File: config.mk
export PLATFORM = sky130hd
export DESIGN_NAME = twozone_alarm
export DESIGN_NICKNAME = d
export VERILOG_FILES = /design/src/rtl/alarm_pkg.sv /design/src/rtl/alarm_sync.sv /design/src/rtl/alarm_debounce.sv /design/src/rtl/alarm_zone.sv /design/src/rtl/twozone_alarm.sv
export SDC_FILE = /design/constraint.sdc
export NUM_CORES = 1
export LEC_CHECK = 0
export BUFFER_PORTS_ARGS = -buffer_cell sky130_fd_sc_hd__buf_4
export CAP_MARGIN = 30
export CORE_MARGIN = 4
export CORE_UTILIZATION = 53
export DETAILED_ROUTE_END_ITERATION = 10
export PLACE_DENSITY = 0.79
export SLEW_MARGIN = 20
export SYNTH_ARGS = -nofsm -noshare
export SYNTH_HDL_FRONTEND = slang
export SYNTH_SLANG_ARGS = --single-unit
export TNS_END_PERCENT = 30
File: constraint.sdc
create_clock -name clk -period 2.4 [get_ports clk]
set_input_delay 0.24 -clock clk [delete_from_list [all_inputs] [get_ports clk]]
set_output_delay 0.24 -clock clk [all_outputs]
set_load 0.01 [all_outputs]
File: src/rtl/alarm_pkg.sv
package alarm_pkg;

    // Default debounce length: 10 ms at a 100 MHz clock.
    localparam int unsigned DEF_DEBOUNCE_CYCLES = 1_000_000;
    localparam int unsigned DEF_SYNC_STAGES     = 2;
    localparam int unsigned DEF_NUM_ZONES       = 2;

    // Per-zone control inputs seen by the sticky flag.
    typedef struct packed {
        logic armed;      // synchronized arming level
        logic qualified;  // debounced sensor level
    } zone_ctl_t;

    // Width needed to hold values 0..limit.
    function automatic int unsigned cnt_width(input int unsigned limit);
        return (limit < 2) ? 1 : $clog2(limit + 1);
    endfunction

    // Saturating increment toward a limit.
    function automatic int unsigned sat_step(input int unsigned cur,
                                             input int unsigned limit);
        return (cur >= limit) ? limit : cur + 1;
    endfunction

endpackage

File: src/rtl/alarm_sync.sv
module alarm_sync #(
    parameter int unsigned WIDTH  = 3,
    parameter int unsigned STAGES = 2
) (
    input  logic             clk,
    input  logic             rst,
    input  logic [WIDTH-1:0] d_async,
    output logic [WIDTH-1:0] q_sync
);
    localparam int unsigned LAST = STAGES - 1;

    logic [STAGES-1:0][WIDTH-1:0] chain;

    generate
        if (STAGES < 2) begin : g_bad
            initial $error("alarm_sync needs at least two stages");
        end
    endgenerate

    always_ff @(posedge clk) begin
        if (rst) begin
            chain <= '0;
        end else begin
            chain[0] <= d_async;
            for (int i = 1; i < STAGES; i++) begin
                chain[i] <= chain[i-1];
            end
        end
    end

    assign q_sync = chain[LAST];

endmodule

File: src/rtl/alarm_debounce.sv
module alarm_debounce
    import alarm_pkg::*;
#(
    parameter int unsigned DEBOUNCE_CYCLES = DEF_DEBOUNCE_CYCLES
) (
    input  logic clk,
    input  logic rst,
    input  logic level_in,
    output logic qualified
);
    localparam int unsigned CW = cnt_width(DEBOUNCE_CYCLES);
    localparam logic [CW-1:0] LIMIT = CW'(DEBOUNCE_CYCLES);

    logic [CW-1:0] run_len;

    always_ff @(posedge clk) begin
        if (rst) begin
            run_len <= '0;
        end else if (!level_in) begin
            run_len <= '0;
        end else begin
            run_len <= CW'(sat_step(int'(run_len), DEBOUNCE_CYCLES));
        end
    end

    assign qualified = (run_len == LIMIT);

    assert_run_bounded_R2: assert property (@(posedge clk) disable iff (rst)
        run_len <= LIMIT);

    assert_low_drops_qual_R2: assert property (@(posedge clk) disable iff (rst)
        !level_in |=> !qualified);

endmodule

File: src/rtl/alarm_zone.sv
module alarm_zone
    import alarm_pkg::*;
(
    input  logic      clk,
    input  logic      rst,
    input  zone_ctl_t ctl,
    output logic      tripped
);
    logic flag_q;

    always_ff @(posedge clk) begin
        if (rst) begin
            flag_q <= 1'b0;
        end else if (!ctl.armed) begin
            flag_q <= 1'b0;           // clear beats set
        end else if (ctl.qualified) begin
            flag_q <= 1'b1;
        end
    end

    assign tripped = flag_q;

    assert_disarm_clears_R7: assert property (@(posedge clk) disable iff (rst)
        !ctl.armed |=> !tripped);

    assert_sticky_R4: assert property (@(posedge clk) disable iff (rst)
        (ctl.armed && tripped) |=> tripped);

    assert_set_needs_arm_R6: assert property (@(posedge clk) disable iff (rst)
        $rose(tripped) |-> ($past(ctl.armed) && $past(ctl.qualified)));

endmodule

File: src/rtl/twozone_alarm.sv
module twozone_alarm
    import alarm_pkg::*;
#(
    parameter int unsigned NUM_ZONES       = DEF_NUM_ZONES,
    parameter int unsigned SYNC_STAGES     = DEF_SYNC_STAGES,
    parameter int unsigned DEBOUNCE_CYCLES = DEF_DEBOUNCE_CYCLES
) (
    input  logic                 clk,
    input  logic                 rst,
    input  logic                 arm_in,
    input  logic [NUM_ZONES-1:0] sensor_in,
    output logic [NUM_ZONES-1:0] zone_tripped,
    output logic                 alarm_out
);
    localparam int unsigned SW = NUM_ZONES + 1;

    logic [SW-1:0]        raw_bus;
    logic [SW-1:0]        sync_bus;
    logic                 arm_s;
    logic [NUM_ZONES-1:0] sens_s;
    logic [NUM_ZONES-1:0] sens_q;

    assign raw_bus = {arm_in, sensor_in};

    alarm_sync #(.WIDTH(SW), .STAGES(SYNC_STAGES)) u_sync (
        .clk     (clk),
        .rst     (rst),
        .d_async (raw_bus),
        .q_sync  (sync_bus)
    );

    assign arm_s  = sync_bus[SW-1];
    assign sens_s = sync_bus[NUM_ZONES-1:0];

    generate
        for (genvar z = 0; z < NUM_ZONES; z++) begin : g_zone
            zone_ctl_t ctl;

            alarm_debounce #(.DEBOUNCE_CYCLES(DEBOUNCE_CYCLES)) u_deb (
                .clk       (clk),
                .rst       (rst),
                .level_in  (sens_s[z]),
                .qualified (sens_q[z])
            );

            assign ctl.armed     = arm_s;
            assign ctl.qualified = sens_q[z];

            alarm_zone u_zone (
                .clk     (clk),
                .rst     (rst),
                .ctl     (ctl),
                .tripped (zone_tripped[z])
            );
        end
    endgenerate

    assign alarm_out = |zone_tripped;

    assert_alarm_rise_armed_R6: assert property (@(posedge clk) disable iff (rst)
        $rose(alarm_out) |-> $past(arm_s));

    assert_qual_disarmed_stays_clear_R8: assert property (@(posedge clk) disable iff (rst)
        (!arm_s && |sens_q) |=> !alarm_out);

    assert_reset_clears_R1: assert property (@(posedge clk)
        rst |=> (zone_tripped == '0));

endmodule

; Word-level counts from Yosys, hierarchy flattened
; Index checks and enable logic that the tools add are counted.
[word_totals]
output_inout_bits = 3
in_bits = 5
ff_bits = 48
word_cells = 25
[op_classes]
add_sub_neg = 2
n_eq_ne = 2
n_mux = 2
n_reduce_logical = 6
n_bitwise = 3
magnitude_cmp = 2
[ops]
columns = operator, count
row1 = $add 20x1->20 const B, 2
row2 = $eq 20x20->1 const B, 2
row3 = $ge 20x20->1 const B, 2
row4 = $mux 20, 2
row5 = $reduce_or 2->1, 4
row6 = $reduce_or 3->1, 2
row7 = $not 1->1, 3

; Logic depth before layout (Yosys ltp)
; Gate-level depths: netlist of run 1.
[logic_depth]
word_depth = 2
ltp_mapped = 6

; Hierarchy
; A second synthesis of run 1 with hierarchy kept.
[hier_totals]
cells_unflattened = 250
area_unflattened_um2 = 2260.9
[modules_own_cells]
columns = module, instances, area_per_inst_um2, cells_each, seq_area_each_um2
row1 = alarm_debounce, 2, 1001.0, 114, 400.4
row2 = alarm_sync, 1, 180.2, 15, 120.1
row3 = alarm_zone, 2, 36.3, 3, 20.0
row4 = twozone_alarm, 1, 6.3, 1, 0.0

; Least setup slack after synthesis of run 1
; OpenSTA, ideal clock, no wires.
[synth_timing]
path_kind = flip-flop to flip-flop
start = reg g_zone[0].u_deb.run_len[8]
end = reg g_zone[0].u_deb.run_len[18]
t_required_ps = 2326
setup_slack_ps = 746
arrival_time_ps = 1580
path_stages_with_launch = 6
cell_sequence = dfxtp_1 buf_2 nand4_2 or3_4 or4_1 a31oi_1
[synth_between]
elab_chain_len = 2
elab_cells_between_ends = 3
classes_between = add/sub: 1 / order compare: 1 / mux: 1
[synth_rtl]
columns = element, line_no
row1 = "start, declared", alarm_debounce.sv:14  ; logic [CW-1:0] run_len;
row2 = "start signal, assigned", alarm_debounce.sv:22  ; run_len <= CW'(sat_step(int'(run_len), DEBOUNCE_CYCLES));
row3 = $add 20x1->20 / $ge 20x20->1 (equally long branches), alarm_pkg.sv:22  ; return (cur >= limit) ? limit : cur + 1;
row4 = $mux 20 (*), alarm_pkg.sv:22
; Every way passes the cells marked *; elsewhere a longest branch is shown, timed or not.
; A chain may end at the register's enable or synchronous reset.

; Final worst setup path of run 1
[layout_timing]
start = reg g_zone[0].u_deb.run_len[0]
end = reg g_zone[0].u_deb.run_len[16]
; Same word-level chain as after synthesis.

==> results of run 1 <==
routing by layer:
metal  routed length [um]  vias to the layer above  global-route usage (%)
li1                     -                      873                       -
met1                 1940                      799                    23.2
met2                 1870                       38                    28.5
met3                  188                        9                    4.16
met4                   56                        0                    6.89
met5                    0                        -                       0
registers in the layout, summed over array words and instances, names as in the netlist:
register,count
g_zone.u_deb.run_len,40
u_sync.chain,3
u_sync.q_sync,3
g_zone.u_zone.tripped,2
stage by stage:
step / power (mW) / cell area (um^2) / hold WS (ns) / instances / setup WS [ns]
after floorplan: 0.833 / 2170 / 0.312 / 241 / 0.746
after global placement: 0.842 / 2260 / 0.417 / 292 / 0.679
after detailed placement: 0.843 / 2260 / 0.430 / 292 / 0.593
after CTS: 1.43 / 2380 / 0.134 / 300 / 0.584
after global routing: 1.47 / 2380 / 0.138 / 300 / 0.414
final: 1.42 / 2380 / 0.148 / 300 / 0.604
cells by family after synthesis:
| group | count (synthesis) | share of synthesized area, % |
|---|---|---|
| compound gates | 28 | 8.35 |
| fa+ha+maj | 4 | 2.30 |
| xor+xnor | 27 | 10.9 |
| flops | 48 | 44.2 |
| simple gates | 116 | 30.7 |
| buf+inv | 18 | 3.51 |
final timing paths:
check | to | slack, ns | start | cells past startpoint
worst max-delay path | g_zone[0].u_deb.run_len[16] | 0.60 | g_zone[0].u_deb.run_len[0] | 5
worst max register to register | g_zone[0].u_deb.run_len[16] | 0.60 | g_zone[0].u_deb.run_len[0] | 5
worst min-delay path | u_sync.chain[0] | 0.15 | sensor_in[0] | 2
worst min register to register | u_sync.q_sync[1] | 0.45 | u_sync.chain[1] | 1
critical path, stage by stage (launching register included):
cell	delay [ns]
sky130_fd_sc_hd__dfxtp_1	0.39
sky130_fd_sc_hd__ha_1	0.20
sky130_fd_sc_hd__nand3_1	0.19
sky130_fd_sc_hd__or2_0	0.35
sky130_fd_sc_hd__or4_1	0.43
sky130_fd_sc_hd__a31oi_1	0.17
layout by cell type, fill, tap and decap left out, types with 7 or more instances in the layout:
master / synthesis / final
sky130_fd_sc_hd__a21oi_1: 8 / 8
sky130_fd_sc_hd__a31oi_1: 7 / 7
sky130_fd_sc_hd__buf_4: 2 / 8
sky130_fd_sc_hd__dfxtp_1: 48 / 48
sky130_fd_sc_hd__inv_1: 11 / 11
sky130_fd_sc_hd__nand2_1: 10 / 10
sky130_fd_sc_hd__nand3_1: 11 / 11
sky130_fd_sc_hd__nand4_1: 11 / 11
sky130_fd_sc_hd__nor2_1: 31 / 31
sky130_fd_sc_hd__nor2b_1: 7 / 7
sky130_fd_sc_hd__nor4_1: 8 / 8
sky130_fd_sc_hd__xnor2_1: 14 / 14
sky130_fd_sc_hd__xor2_1: 13 / 13
layout make-up:
class | count | area [um^2] | area share [%]
inverters | 11 | 41.3 | 1.74
multi-input cells | 175 | 1140 | 47.8
clock inverters | 3 | 46.3 | 1.95
flip-flops and latches | 48 | 961 | 40.4
clock buffers | 5 | 68.8 | 2.90
repair buffers | 8 | 60.1 | 2.53
well taps | 50 | 62.6 | 2.63
power breakdown:
group	total [mW]	internal, mW	switching [mW]	leakage, nW
Sequential	0.804	0.801	0.00222	0.388
Combinational	0.0202	0.00966	0.0106	0.317
Clock	0.595	0.314	0.281	0.0548
Total	1.42	1.12	0.294	0.760
==> impl_results.rst, run 1 <==
.. list-table::
   :header-rows: 1

   * - Metric
     - Value
   * - Min-delay worst type
     - in -> reg
   * - Clock Path Buffers
     - 2
   * - Count of buffers inserted at the top-level ports
     - 7
   * - Share of the yosys chip area belonging to registers
     - 44.2%
   * - Number of hold-repair buffers added at the cts stage
     - 0
   * - Final layout net count
     - 258
   * - Overall die area
     - 5190 um^2
   * - # resized after CTS
     - 0
   * - Status
     - complete, no violations
   * - Number of buffers created by CTS
     - 5
   * - Detailed Routing Iterations Pass 1
     - 4
   * - Final weighted congestion in routability-driven placement
     - 0.845
   * - PwrDens
     - 597 nW/um^2
   * - Max-slew violations
     - 0
   * - Ratio of cells with drive above 1 in the final layout
     - 10.4%
   * - Via count of the routed design
     - 1,719
   * - Crit path launch type
     - flop
   * - Antenna violations before repair
     - 0
   * - DR vias/cell
     - 5.73
   * - Total global routing overflow
     - 0
   * - Post-synthesis async set-or-reset flop share
     - 0%
   * - Critical path data arrival time
     - 2.02 ns
   * - P&R area growth vs syn
     - 9.33%
   * - Final Util
     - 59.8%
   * - Required time of the critical path
     - 2.63 ns
   * - Count of yosys warnings during synthesis
     - 0
   * - Area of the core
     - 3970 um^2
   * - Number of antenna-violating nets in the routed design
     - 0
   * - Antenna diode instance count
     - 0
   * - CTS tree
     - done
   * - Fill cells
     - 360
   * - Count of buffers added by post-CTS timing repair for setup
     - 0
   * - Total negative slack
     - 0 ns
   * - Initial drt markers
     - 153
   * - DRC viols
     - 0
   * - Actual slew at the worst max-slew pin
     - 0.516 ns
   * - Final count of negative-setup-slack endpoints
     - 0
   * - Final hold violations
     - 0
   * - Maximum number of pins on one net before global-route repair
     - 17
   * - I/O pins
     - 8
   * - Maximum clock frequency
     - 557 MHz
   * - Portion of the clock cycle consumed by the worst path in the final layout
     - 74.8%
   * - Most instantiated library cell after synthesis
     - sky130_fd_sc_hd__dfxtp_1
   * - Endpoint type of the worst setup path
     - flop
   * - Min Clock Period, post-route
     - 1.80 ns
   * - Post-route clock skew
     - 0.0117 ns
   * - Distinct cells, synth
     - 41
   * - Worst VDD drop
     - 0.432 mV
   * - Post-synth top flop
     - sky130_fd_sc_hd__dfxtp_1
   * - First-pass GRT wire length
     - 7380 um
   * - Vertical die dimension
     - 72.0 um
   * - Starting Density
     - 54.7%
   * - Via count of the first global-routing pass
     - 1,612
   * - Clock slew seen by the registers of the worst setup and hold paths
     - 0.09 ns
   * - Clock latency on the worst-skew pair
     - 0.31 ns
   * - RSZ-0062 raised after global routing
     - no
   * - Leakage Power
     - 0.760 nW
   * - Mean instance size in the synthesized netlist
     - 9.02 um^2
   * - Slew Limit Headroom
     - 65.6%
   * - Ranking of synthesized cells by instance count
     - sky130_fd_sc_hd__dfxtp_1 (48), sky130_fd_sc_hd__nor2_1 (31), sky130_fd_sc_hd__xnor2_1 (14)
   * - Number of cell rows
     - 23
   * - Yosys reg bits
     - 48
   * - Width of the chip
     - 72.0 um
   * - Total standard cell area after synthesis
     - 2170 um^2
   * - Number of flops mapped to enable cells by yosys
     - 0
   * - Detailed-route wire length
     - 4050 um
   * - Cells after Synth
     - 241
   * - Fraction of synthesized cell area taken by the top area cell type
     - 44.2%
   * - Estimated wirelength of the detail-placed design
     - 2850 um
   * - Routed len/inst
     - 13.5 um
   * - Dominant cell type by area after synthesis
     - sky130_fd_sc_hd__dfxtp_1
   * - Worst Path Class, Setup
     - reg -> reg
   * - Largest fanout on the critical path
     - 6
   * - TritonCTS Sinks
     - 48
   * - Max-cap violations
     - 0
   * - Master cell of the clock root buffer
     - sky130_fd_sc_hd__clkbuf_8
   * - H-tree level count
     - 2
   * - Tot GR Track Use
     - 17.8%
   * - Top cells by area, synth
     - sky130_fd_sc_hd__dfxtp_1 (44%), sky130_fd_sc_hd__xnor2_1 (5.6%), sky130_fd_sc_hd__nor2_1 (5.4%)
   * - Post-synthesis net count
     - 250
No activity file was read; power rests on OpenSTA's default activity.
==> run 2: changes to the inputs <==
Settings changed: PLACE_DENSITY 0.79 to 0.82.
Clock period 2.4 ns to 1.55 ns, I/O delays scaled along.
==> run 2 against run 1 <==
  * The run now ends with setup timing left
  * Power up 73%
  * Cell area up 24%
  * Setup slack worse by 0.64 ns
  * Sequential share of layout area shrank 6.6 points
  * Register-to-register slack lost 0.64 ns
  * First-iteration DRC count grew 27%
  * Combinational power grew 97%
  * Clock skew fell by 0.0073 ns
  * Non-clock buffer count up 46
  * Die area unchanged
  * Critical path depth fell by 1
==> impl_results.rst, run 2 (synthesized netlist as in run 1, its figures left out) <==
.. list-table::
   :header-rows: 1

   * - Metric
     - Value
   * - P&R area growth vs syn
     - 35.2%
   * - Portion of the clock cycle consumed by the worst path in the final layout
     - 102% (+27 points)
   * - Required time of the critical path
     - 1.78 ns (-0.85 ns)
   * - Sequence of cells on the critical path
     - nand4_2 -> or3_4 -> or4_4 -> a31oi_4
   * - Number of cells on the worst reg-to-reg path
     - 4 (-1)
   * - Number of hold-repair buffers added at the cts stage
     - 0 (unchanged)
   * - First-pass GRT wire length
     - 8850 um (+20%)
   * - Crit path launch type
     - flop
   * - Area of the core
     - 3970 um^2 (unchanged)
   * - Detailed Routing Iterations Pass 1
     - 7 (+3)
   * - Register with the most flip-flops
     - g_zone.u_deb.run_len
   * - Count of buffers inserted at the top-level ports
     - 7 (unchanged)
   * - Reported net switching power
     - 0.453 mW (+54%)
   * - Peak per-stage delay on the critical path
     - 0.51 ns (+0.08 ns)
   * - CP max-delay cell
     - sky130_fd_sc_hd__or4_4
   * - Number of antenna-violating nets in the routed design
     - 0 (unchanged)
   * - Final weighted congestion in routability-driven placement
     - 0.884 (+4.6%)
   * - Antenna diode instance count
     - 0 (unchanged)
   * - Final Util
     - 74.0% (+14 points)
   * - Final hold violations
     - 0 (unchanged)
   * - RSZ-0062 raised after global routing
     - yes
   * - Max-slew violations
     - 0 (unchanged)
   * - Width of the chip
     - 72.0 um (unchanged)
   * - Commonest non-fill, non-tap cell in the layout
     - sky130_fd_sc_hd__buf_4
   * - Hold path depth
     - 2 (unchanged)
   * - Ratio of cells with drive above 1 in the final layout
     - 37.2% (+27 points)
   * - Fill cells
     - 245 (-32%)
   * - Maximum number of pins on one net before global-route repair
     - 16 (-1)
   * - Clock Path Buffers
     - 2 (unchanged)
   * - Status
     - finished, violations left
   * - Routed len/inst
     - 15.8 um (+17%)
   * - CTS tree
     - done
   * - Total negative slack
     - -0.0453 ns (-0.0453 ns)
   * - Worst slack on hold paths
     - 0.0602 ns (-0.0874 ns)
   * - PwrDens
     - 834 nW/um^2 (+40%)
   * - DRC viols
     - 0 (unchanged)
   * - Total global routing overflow
     - 0 (unchanged)
   * - Total power draw
     - 2.45 mW (+73%)
   * - DR vias/cell
     - 5.86 (+2.2%)
   * - Critical path data arrival time
     - 1.81 ns (-0.21 ns)
   * - Actual slew at the worst max-slew pin
     - 0.371 ns (-0.145 ns)
   * - Smallest setup slack after layout
     - -0.0327 ns (-0.636 ns)
   * - Number of buffers created by CTS
     - 5 (unchanged)
   * - Post-route clock skew
     - 0.00442 ns (-0.00728 ns)
   * - H-tree level count
     - 2 (unchanged)
   * - Master cell of the clock root buffer
     - sky130_fd_sc_hd__clkbuf_8
   * - Detailed-route wire length
     - 5460 um (+35%)
   * - Vertical die dimension
     - 72.0 um (unchanged)
   * - Min-delay worst type
     - in -> reg
   * - Clock share of power
     - 47.8% (+5.9 points)
   * - Relative contribution of sequential cells to total power
     - 50.5% (-6.1 points)
   * - Overall die area
     - 5190 um^2 (unchanged)
   * - Starting Density
     - 54.7% (unchanged)
   * - Final count of negative-setup-slack endpoints
     - 2 (+2)
   * - Via count of the routed design
     - 2,027 (+18%)
   * - Internal power
     - 2.00 mW (+77%)
   * - Tot GR Track Use
     - 21.8% (+4.1 points)
   * - Clock latency on the worst-skew pair
     - 0.30 ns (about the same)
   * - Endpoint type of the worst setup path
     - flop
   * - Min Clock Period, post-route
     - 1.58 ns (-0.214 ns)
   * - Top library cells by usage in the layout, fill and taps aside
     - sky130_fd_sc_hd__buf_4 (53), sky130_fd_sc_hd__nor2_1 (31), sky130_fd_sc_hd__dfxtp_1 (29)
   * - Largest fanout on the critical path
     - 3 (-3)
   * - Via count of the first global-routing pass
     - 1,904 (+18%)
   * - Clock slew seen by the registers of the worst setup and hold paths
     - 0.09 ns (about the same)
   * - Share of power burned in combinational logic
     - 1.6% (+0.2 points)
   * - TritonCTS Sinks
     - 48 (unchanged)
   * - Antenna violations before repair
     - 0 (unchanged)
   * - Max-cap violations
     - 0 (unchanged)
   * - Number of flip-flops under the largest register name
     - 40 (unchanged)
   * - Violated checks
     - setup timing
   * - Switching power as a share of total power
     - 18.5% (-2.2 points)
   * - Slew Limit Headroom
     - 75.1% (+9.5 points)
   * - I/O pins
     - 8 (unchanged)
   * - Leakage Power
     - 1.02 nW (+35%)
   * - Number of cell rows
     - 23 (unchanged)
   * - Initial drt markers
     - 195 (+27%)
   * - Maximum clock frequency
     - 632 MHz (+14%)
   * - Final layout net count
     - 304 (+18%)
   * - Estimated wirelength of the detail-placed design
     - 3490 um (+22%)
   * - Worst VDD drop
     - 0.685 mV (+59%)
   * - Worst Path Class, Setup
     - reg -> reg
[run 2: cell types whose count changed in the layout (fill, tap and decap cells not counted), moves of 3 or more]
| cell | previous run | this run |
|---|---|---|
| sky130_fd_sc_hd__dfxtp_1 | 48 | 29 |
| sky130_fd_sc_hd__buf_4 | 8 | 53 |
| sky130_fd_sc_hd__nor4_1 | 8 | 5 |
| sky130_fd_sc_hd__nand3_1 | 11 | 8 |
| sky130_fd_sc_hd__o31ai_1 | 5 | 2 |
| sky130_fd_sc_hd__dfxtp_2 | 0 | 15 |
| sky130_fd_sc_hd__dfxtp_4 | 0 | 4 |
| sky130_fd_sc_hd__o31ai_2 | 0 | 3 |
[run 2: power by group through the flow]
stage                     Clock, mW  Sequential (mW)  Combinational [mW]
after floorplan                   0             1.27              0.0174
after global placement            0             1.27              0.0360
after detailed placement          0             1.27              0.0373
after CTS                      1.18             1.24              0.0396
after global routing           1.23             1.24              0.0441
final                          1.17             1.24              0.0398
[run 2: cell type report]
cell class                 instances  area, um^2  area share [%]
tap                               50        62.6            2.13
sequential                        48         995            33.9
multi-input combinational        175        1280            43.4
clock buffer                       6        93.8            3.19
inverter                          11        41.3            1.41
clock inverter                     2        60.1            2.04
timing repair buffer              54         409            13.9
[run 2: final timing paths]
| kind | start | slack, ns | endpoint |
|---|---|---|---|
| setup / recovery | g_zone[0].u_deb.run_len[8] | -0.03 | g_zone[0].u_deb.run_len[18] |
| hold / removal | arm_in | 0.06 | u_sync.chain[2] |
| setup reg to reg | g_zone[0].u_deb.run_len[8] | -0.03 | g_zone[0].u_deb.run_len[18] |
| hold reg to reg | u_sync.chain[0] | 0.45 | u_sync.q_sync[0] |
[run 2: routing by layer]
metal  share of wire (%)  wire length, um  vias up  global-route usage [%]
met5                   0                0        -                       0
met4                 3.5              191        0                    10.0
met3                 5.9              324       27                    5.82
met2                  48             2610       92                    37.4
met1                  43             2330      941                    25.4
li1                    -                -      967                       -
[run 2: critical path: cells and delay by family (launching register included)]
family / cells / cell delay, ns
and+or+nand+nor: 3 / 0.99
DFF: 1 / 0.36
AOI/OAI and AO/OA: 1 / 0.16
[run 2: timing repair]
item,in CTS,in global routing
pin swaps,6,4
buffers inserted,4,2
resized for setup,25,11
setup endpoints to repair,17,18
[run 2: per-stage QoR]
step           instances  area [um^2]  setup WS (ns)
2_1_floorplan        241         2220      0.0000443
3_3_place_gp         332         2600        -0.0208
5_1_grt              346         2940        -0.0938
6_report             346         2940        -0.0327
4_1_cts              344         2870        -0.0410
3_5_place_dp         332         2600        -0.0778
==> run 3: changes to the inputs <==
Settings changed: CORE_UTILIZATION 53 to 50, PLACE_DENSITY 0.82 to 0.69.
==> run 3 against run 2 <==
  * The run now ends clean
  * Via count decreased by 8.0%
  * Critical path depth increased by 1
  * Hold slack improved by 0.0017 ns
  * Utilization decreased by 6.1 points
==> impl_results.rst, run 3 (synthesized netlist as in run 1, its figures left out) <==
.. list-table::
   :header-rows: 1

   * - Metric
     - Value
   * - Number of cell rows
     - 23 (unchanged)
   * - Maximum clock frequency
     - 650 MHz (+2.9%)
   * - Total negative slack
     - 0 ns (+0.0453 ns)
   * - Actual slew at the worst max-slew pin
     - 0.313 ns (-0.0578 ns)
   * - Delay-heaviest family, CP
     - simple AND/OR/NAND/NOR gates
   * - Met3 Resource Use GR
     - 4.46% (-1.4 points)
   * - Total global routing overflow
     - 0 (unchanged)
   * - Antenna diode instance count
     - 0 (unchanged)
   * - Max-cap violations
     - 0 (unchanged)
   * - Via count of the first global-routing pass
     - 1,768 (-7.1%)
   * - Setup Slack @ Placement
     - -0.0460 ns (+0.0318 ns)
   * - Estimated wirelength of the detail-placed design
     - 3500 um (+0.29%)
   * - DRC viols
     - 0 (unchanged)
   * - Area of the core
     - 4120 um^2 (+3.6%)
   * - Global routing usage on met1
     - 26.6% (+1.2 points)
   * - Clock Path Buffers
     - 2 (unchanged)
   * - Ratio of cells with drive above 1 in the final layout
     - 33.2% (-3.9 points)
   * - Required time of the critical path
     - 1.77 ns (about the same)
   * - Overall die area
     - 5470 um^2 (+5.3%)
   * - Portion of the clock cycle consumed by the worst path in the final layout
     - 99.2% (-2.9 points)
   * - Master cell of the clock root buffer
     - sky130_fd_sc_hd__clkbuf_8
   * - Final layout net count
     - 303 (-0.33%)
   * - Number of buffers created by CTS
     - 5 (unchanged)
   * - Final weighted congestion in routability-driven placement
     - 0.893 (+1.1%)
   * - Endpoint type of the worst setup path
     - flop
   * - Total power draw
     - 2.00 mW (-18%)
   * - CTS tree
     - done
   * - First-pass GRT wire length
     - 8160 um (-7.8%)
   * - Vertical die dimension
     - 73.9 um (+2.6%)
   * - Worst VDD drop
     - 0.666 mV (-2.8%)
   * - Worst Path Class, Setup
     - reg -> reg
   * - RSZ-0062 raised after global routing
     - yes
   * - Top library cells by usage in the layout, fill and taps aside
     - sky130_fd_sc_hd__buf_4 (52), sky130_fd_sc_hd__dfxtp_1 (33), sky130_fd_sc_hd__nor2_1 (31)
   * - CP max-delay cell
     - sky130_fd_sc_hd__or4_1
   * - Peak per-stage delay on the critical path
     - 0.40 ns (-0.11 ns)
   * - TritonCTS Sinks
     - 48 (unchanged)
   * - I/O pins
     - 8 (unchanged)
   * - Count of buffers added by post-CTS timing repair for setup
     - 0 (-4)
   * - Leakage Power
     - 0.981 nW (-4.3%)
   * - H-tree level count
     - 2 (unchanged)
   * - Largest fanout on the critical path
     - 5 (+2)
   * - Via count of the routed design
     - 1,864 (-8.0%)
   * - Buf+Inv Stages, Crit Path
     - 0 (unchanged)
   * - Count of buffers inserted at the top-level ports
     - 7 (unchanged)
   * - Detailed Routing Iterations Pass 1
     - 6 (-1)
   * - P&R area growth vs syn
     - 28.6%
   * - Commonest non-fill, non-tap cell in the layout
     - sky130_fd_sc_hd__buf_4
   * - Routed len/inst
     - 13.5 um (-14%)
   * - Global routing's busiest layer
     - met2
   * - Worst slack on hold paths
     - 0.0619 ns (+0.00165 ns)
   * - Number of antenna-violating nets in the routed design
     - 0 (unchanged)
   * - Met2 Use GR
     - 29.4% (-8.0 points)
   * - Crit path launch type
     - flop
   * - Min-delay worst type
     - in -> reg
   * - Starting Density
     - 52.8% (-1.9 points)
   * - Min Clock Period, post-route
     - 1.54 ns (-0.0450 ns)
   * - Number of flip-flops under the largest register name
     - 40 (unchanged)
   * - Max-slew violations
     - 0 (unchanged)
   * - Detailed-route wire length
     - 4670 um (-14%)
   * - Final hold violations
     - 0 (unchanged)
   * - Slew Limit Headroom
     - 78.9% (+3.9 points)
   * - DR vias/cell
     - 5.40 (-7.8%)
   * - Initial drt markers
     - 113 (-42%)
   * - Width of the chip
     - 73.9 um (+2.6%)
   * - Antenna violations before repair
     - 0 (unchanged)
   * - Maximum number of pins on one net before global-route repair
     - 16 (unchanged)
   * - Register with the most flip-flops
     - g_zone.u_deb.run_len
   * - Final count of negative-setup-slack endpoints
     - 0 (-2)
   * - Clock latency on the worst-skew pair
     - 0.29 ns (about the same)
   * - Tot GR Track Use
     - 19.2% (-2.6 points)
   * - Post-route clock skew
     - 0.00552 ns (+0.00110 ns)
   * - Clock slew seen by the registers of the worst setup and hold paths
     - 0.09 ns (about the same)
   * - PwrDens
     - 717 nW/um^2 (-14%)
   * - Status
     - complete, no violations
   * - Critical path data arrival time
     - 1.76 ns (-0.05 ns)
   * - Smallest setup slack after layout
     - 0.0124 ns (+0.0450 ns)
   * - Sequence of cells on the critical path
     - ha_2 -> nand3_2 -> or2_4 -> or4_1 -> a31oi_1
==> run 3: cell count changes in the layout (fill, tap and decap cells not counted), moves of 2 or more <==
| cell | delta |
|---|---|
| sky130_fd_sc_hd__bufinv_16 | -2 |
| sky130_fd_sc_hd__dfxtp_1 | +4 |
| sky130_fd_sc_hd__dfxtp_4 | -3 |
| sky130_fd_sc_hd__o31ai_1 | +2 |
| sky130_fd_sc_hd__o31ai_2 | -2 |
==> run 3: per-layer routing <==
metal  routed length (um)  up-vias
met5                    0        -
met4                   46        0
met3                  139        5
met2                 2130       24
met1                 2360      871
li1                     -      964
==> run 3: worst register-to-register path: cells and delay by family (launching register included) <==
family / cells / cell delay, ns
AND/OR/NAND/NOR: 3 / 0.78
adder cells (fa/ha/maj): 1 / 0.19
flip-flops: 1 / 0.34
AO/OA/AOI/OAI: 1 / 0.14
==> run 3: through the flow <==
| step | util (%) | instances | instance area [um^2] |
|---|---|---|---|
| final | 67.9 | 345 | 2790 |
| after global routing | 67.9 | 345 | 2790 |
| after CTS | 66.9 | 345 | 2750 |
| after detailed placement | 64.4 | 337 | 2650 |
| after global placement | 64.4 | 337 | 2650 |
| after floorplan | - | 241 | 2220 |
==> run 3: final timing paths <==
kind | start | end | slack (ns) | cells after the start
max | g_zone[0].u_deb.run_len[0] | g_zone[0].u_deb.run_len[16] | 0.01 | 5
min | arm_in | u_sync.chain[2] | 0.06 | 2
max reg2reg | g_zone[0].u_deb.run_len[0] | g_zone[0].u_deb.run_len[16] | 0.01 | 5
min reg2reg | u_sync.chain[2] | u_sync.q_sync[2] | 0.45 | 1
==> run 3: repair_timing <==
item | CTS | global route
pin swaps | 3 | 3
setup endpoints to repair | 5 | 26
resized for setup | 8 | 9
hold buffers | 0 | 0
==> run 3: power breakdown <==
group	total (mW)	switching (mW)	internal, mW
clock network	0.721	0.405	0.316
registers	1.24	0.00306	1.24
logic	0.0405	0.0187	0.0218
total	2.00	0.427	1.58
==> run 3: final cells by class <==
type / count / area, um^2
Multi-Input combinational cell: 175 / 1210
Sequential cell: 48 / 982
Fill cell: 349 / 1320
Inverter: 11 / 41.3
Timing Repair Buffer: 53 / 410
Clock inverter: 2 / 12.5
Tap cell: 50 / 62.6
Clock buffer: 6 / 72.6
